===== src/rtl/irq_status_pkg.sv =====
package irq_status_pkg;
  typedef enum logic [1:0] {
    SEL_NONE = 2'd0,
    SEL_STAT = 2'd1,
    SEL_SET  = 2'd2,
    SEL_MASK = 2'd3
  } sel_e;
endpackage


===== src/rtl/irq_bus_port.sv =====
module irq_bus_port
  import irq_status_pkg::*;
#(
  parameter int DATA_W = 32,
  parameter int ADDR_W = 8,
  parameter int BE_W   = DATA_W / 8,
  parameter logic [ADDR_W-1:0] STAT_OFS = 'h00,
  parameter logic [ADDR_W-1:0] SET_OFS  = 'h04,
  parameter logic [ADDR_W-1:0] MASK_OFS = 'h08
) (
  input  logic              clk,
  input  logic              rst,
  input  logic              cs,
  input  logic              wr,
  input  logic [ADDR_W-1:0] addr,
  input  logic [DATA_W-1:0] wdata,
  input  logic [BE_W-1:0]   be,
  input  logic [DATA_W-1:0] stat,
  input  logic [DATA_W-1:0] mask,
  output logic              ack,
  output logic [DATA_W-1:0] rdata,
  output logic [DATA_W-1:0] clr,
  output logic [DATA_W-1:0] set,
  output logic [BE_W-1:0]   mask_we
);
  sel_e              sel;
  logic              commit;
  logic [DATA_W-1:0] rd_mux;

  always_comb begin
    if (addr == STAT_OFS)      sel = SEL_STAT;
    else if (addr == SET_OFS)  sel = SEL_SET;
    else if (addr == MASK_OFS) sel = SEL_MASK;
    else                       sel = SEL_NONE;
  end

  always_comb begin
    case (sel)
      SEL_STAT, SEL_SET: rd_mux = stat;
      SEL_MASK:          rd_mux = mask;
      default:           rd_mux = '0;
    endcase
  end

  // second cycle of a write access: the only place side effects happen
  assign commit = cs & wr & ack;

  always_ff @(posedge clk) begin
    if (rst) begin
      ack   <= 1'b0;
      rdata <= '0;
    end else if (cs && !ack) begin
      ack   <= 1'b1;
      rdata <= rd_mux;
    end else begin
      ack   <= 1'b0;
    end
  end

  for (genvar b = 0; b < BE_W; b++) begin : g_lane
    assign clr[b*8 +: 8] = (commit && sel == SEL_STAT && be[b]) ? wdata[b*8 +: 8] : 8'h00;
    assign mask_we[b]    = commit && sel == SEL_MASK && be[b];
  end

  assign set = (commit && sel == SEL_SET) ? wdata : '0;
endmodule


===== src/rtl/irq_stat_bank.sv =====
module irq_stat_bank #(
  parameter int DATA_W = 32
) (
  input  logic              clk,
  input  logic              rst,
  input  logic [DATA_W-1:0] evt,
  input  logic [DATA_W-1:0] clr,
  input  logic [DATA_W-1:0] set,
  output logic [DATA_W-1:0] stat
);
  for (genvar i = 0; i < DATA_W; i++) begin : g_bit
    always_ff @(posedge clk) begin
      if (rst) stat[i] <= 1'b0;
      else     stat[i] <= (stat[i] & ~clr[i]) | evt[i] | set[i];
    end
  end
endmodule


===== src/rtl/irq_mask_reg.sv =====
module irq_mask_reg #(
  parameter int DATA_W = 32,
  parameter int BE_W   = DATA_W / 8
) (
  input  logic              clk,
  input  logic              rst,
  input  logic [BE_W-1:0]   we,
  input  logic [DATA_W-1:0] din,
  output logic [DATA_W-1:0] q
);
  for (genvar b = 0; b < BE_W; b++) begin : g_byte
    always_ff @(posedge clk) begin
      if (rst)       q[b*8 +: 8] <= 8'h00;
      else if (we[b]) q[b*8 +: 8] <= din[b*8 +: 8];
    end
  end
endmodule


===== src/rtl/irq_status_block.sv =====
module irq_status_block #(
  parameter int DATA_W = 32,
  parameter int ADDR_W = 8,
  localparam int BE_W  = DATA_W / 8
) (
  input  logic              clk,
  input  logic              rst,
  input  logic              bus_cs,
  input  logic              bus_wr,
  input  logic [ADDR_W-1:0] bus_addr,
  input  logic [DATA_W-1:0] bus_wdata,
  input  logic [BE_W-1:0]   bus_be,
  output logic [DATA_W-1:0] bus_rdata,
  output logic              bus_ack,
  input  logic [DATA_W-1:0] hw_evt,
  output logic              irq
);
  logic [DATA_W-1:0] stat_q;
  logic [DATA_W-1:0] mask_q;
  logic [DATA_W-1:0] clr_v;
  logic [DATA_W-1:0] set_v;
  logic [BE_W-1:0]   mask_we;

  irq_bus_port #(.DATA_W(DATA_W), .ADDR_W(ADDR_W), .BE_W(BE_W)) u_port (
    .clk(clk), .rst(rst), .cs(bus_cs), .wr(bus_wr), .addr(bus_addr),
    .wdata(bus_wdata), .be(bus_be), .stat(stat_q), .mask(mask_q),
    .ack(bus_ack), .rdata(bus_rdata), .clr(clr_v), .set(set_v), .mask_we(mask_we)
  );

  irq_stat_bank #(.DATA_W(DATA_W)) u_stat (
    .clk(clk), .rst(rst), .evt(hw_evt), .clr(clr_v), .set(set_v), .stat(stat_q)
  );

  irq_mask_reg #(.DATA_W(DATA_W), .BE_W(BE_W)) u_mask (
    .clk(clk), .rst(rst), .we(mask_we), .din(bus_wdata), .q(mask_q)
  );

  assign irq = |(stat_q & mask_q);
endmodule


===== config.mk =====
export PLATFORM = sky130hd
export DESIGN_NAME = irq_status_block
export DESIGN_NICKNAME = d
export VERILOG_FILES = /design/src/rtl/irq_status_pkg.sv /design/src/rtl/irq_bus_port.sv /design/src/rtl/irq_stat_bank.sv /design/src/rtl/irq_mask_reg.sv /design/src/rtl/irq_status_block.sv
export SDC_FILE = /design/constraint.sdc
export NUM_CORES = 1
export LEC_CHECK = 0
export ABC_AREA = 1
export BUFFER_PORTS_ARGS = -buffer_cell sky130_fd_sc_hd__buf_2
export CORE_UTILIZATION = 50
export CTS_BUF_LIST = sky130_fd_sc_hd__clkbuf_8
export DETAILED_ROUTE_END_ITERATION = 10
export PLACE_DENSITY = 0.82
export SYNTH_ARGS = -nofsm -noshare
export SYNTH_HDL_FRONTEND = slang
export SYNTH_SLANG_ARGS = --single-unit

===== constraint.sdc =====
create_clock -name clk -period 2.2 [get_ports clk]
set_input_delay 0.44 -clock clk [delete_from_list [all_inputs] [get_ports clk]]
set_output_delay 0.44 -clock clk [all_outputs]
set_load 0.03 [all_outputs]

==> run metrics <==
Worst-path clk slew=0.09 ns; Data arrival, critical path=1.47 ns; CTS H-tree depth=3; min Tclk post-route=1.91 ns; ANT nets after route=0; first-pass GRT wire length=19,200 µm; register area=0.00194 mm²; final instance area=0.00538 mm²; via count=4,390; pin count of the biggest net entering global routing=42; crit path max fanout=3; DRC=0; Final Max Slew Viols=0; Layout Nets=768; cts hold-fix bufs=0; largest area contributor in the netlist=dfxtp_1; CP endpoint kind=output pin; clk buf depth=2; Ports=114; hpwl dp=8290 µm; Yosys top cell area share=0.428; number of flops mapped to enable cells by yosys=0; RSZ-0062 raised after global routing=false; std cell rows=34; core area=0.00876 mm²; Least-Margin Pin Slew=0.513 ns; initial detailed-routing violation count=188; Starting Density=0.518; top cells by area, synth=dfxtp_1 43%, a21oi_1 11%, nand2_1 9.3%, a211oi_2 8.8%, o22ai_1 5.9%; count of state elements after synthesis=97; placer congestion estimate=0.838; Pre-antenna DRT Iters=4; predominant post-synthesis flop cell=dfxtp_1; vias in the first global route=4,298; Mapped Cells=587; Leakage=2.25 nW; Clock Latency Late Sink=0.35 ns; Worst VDD drop=0.373 mV; initial antenna violation count=0; post-CTS setup buffers=0; Buffers on Ports=113; post-synthesis cell type count=22; non-filler cells, final=798; post-synthesis sequential area ratio=0.428; commonest cells after routing, fill and taps aside=112 x nand2_1, 112 x buf_2, 97 x dfxtp_1; Max-Cap Viols=0; placed cell area=0.00516 mm²; setup slack, reg-to-reg=0.85 ns; asr flop ratio synth=0; post-cts resize count=0; yosys warns=0; Setup Crit Path Kind=flip-flop to output pin; placed cells=782; DR vias/cell=5.50; CP required=1.76 ns; # setup viols final=0; Syn Area/Cell=7.74 µm²; Die Ht=97.3 µm; CTS sink cnt=97; Die X-Extent=97.3 µm; hold crit path type=input pin to flip-flop; die area=0.00947 mm²; DR WL/cell=14.4 µm; TNS Setup=0 ns; Final Hold Slack=0.341 ns; final worst path period share=0.867; Worst slew margin=0.658; area of the multi-input gates=0.00213 mm²; Max Clk Rate=525 MHz; fill count=816; GRT Overall Usage=0.248; CTS tree=built; Layout area overhead=18.5%; # diodes=0; Startpoint Class=flip-flop; Netlist Area Pre-Place=0.00454 mm²; final WL=11,500 µm; status=completed; Syn Nets=670; Final Skew=0.00968 ns; grt ovf=0; CTS Buf Count=9; PwrDens=624 mW/mm²; final hold violations=0; layout cell share with drive strength beyond 1=0.267; Root Buffer=clkbuf_8
[worst max-delay path, stage by stage (launching register included)]
cell and delay, ns:
dfxtp_1 0.31, inv_1 0.09, o22ai_1 0.11, nor2_1 0.13
nand2_1 0.11, nor2_1 0.11, nand2_1 0.08, buf_2 0.18
[stage by stage]
stage | utilization | setup slack, ns | power, W
final | 0.614 | 0.294 | 0.00336
after global routing | 0.614 | 0.168 | 0.00349
after global placement | 0.589 | 0.109 | 0.00212
after detailed placement | 0.589 | 0.0640 | 0.00213
after CTS | 0.614 | 0.305 | 0.00337
after floorplan | - | 0.0221 | 0.00200
[cell usage after synthesis (3+ instances only)]
master and n:
nand2_1 112, a21oi_1 96, inv_1 69, o22ai_1 43
nor2_2 3, clkbuf_1 11, dfxtp_1 97, ha_1 3
o21ai_0 4, buf_4 3, buf_2 17, nand2_4 4
buf_6 4, a211oi_2 32, nand4_1 32, nor2_1 47
buf_1 5
[layer usage]
metal  wire length (µm)  up-vias  GRT usage
li1                   -     2184          -
met1               4930     2034      0.306
met2               5680      155      0.437
met3                674       17     0.0345
met4                218        0     0.0984
met5                  0        -          0
[where the power goes]
group	total, W	internal (W)	switching (W)
Combinational	0.000267	0.000103	0.000163
Clock	0.00127	0.000666	0.000602
Sequential	0.00182	0.00180	0.0000267
Total	0.00336	0.00257	0.000792
[sequential cells by signal, indices dropped and copies added (netlist names)]
signal and flops:
u_stat.stat 32, u_mask.q 32, u_port.rdata 32, u_port.ack 1
[path summary, 6_finish.rpt]
kind	start	endpoint	cells past startpoint
worst max-delay path	u_mask.q[26]$_SDFFE_PP0P_	irq	7
worst min-delay path	hw_evt[25]	u_stat.stat[25]$_SDFF_PP0_	3
worst max register to register	u_port.ack$_SDFF_PP0_	u_stat.stat[6]$_SDFF_PP0_	6
worst min register to register	u_stat.stat[31]$_SDFF_PP0_	u_stat.stat[31]$_SDFF_PP0_	2
[cells by family after synthesis]
logic type,Yosys count,share of synthesized area
simple gates,202,0.202
compound gates,176,0.259
flops,97,0.428
fa+ha+maj,3,0.00827
buf+inv,109,0.104
[final cells by class]
type | instances | share of cell area
multi-input combinational | 381 | 0.395
sequential | 97 | 0.361
timing repair buffer | 127 | 0.130
inverter | 69 | 0.0481
clock buffer | 10 | 0.0256
tap | 108 | 0.0251
clock inverter | 6 | 0.0153
No activity file was read; power rests on OpenSTA's default activity.
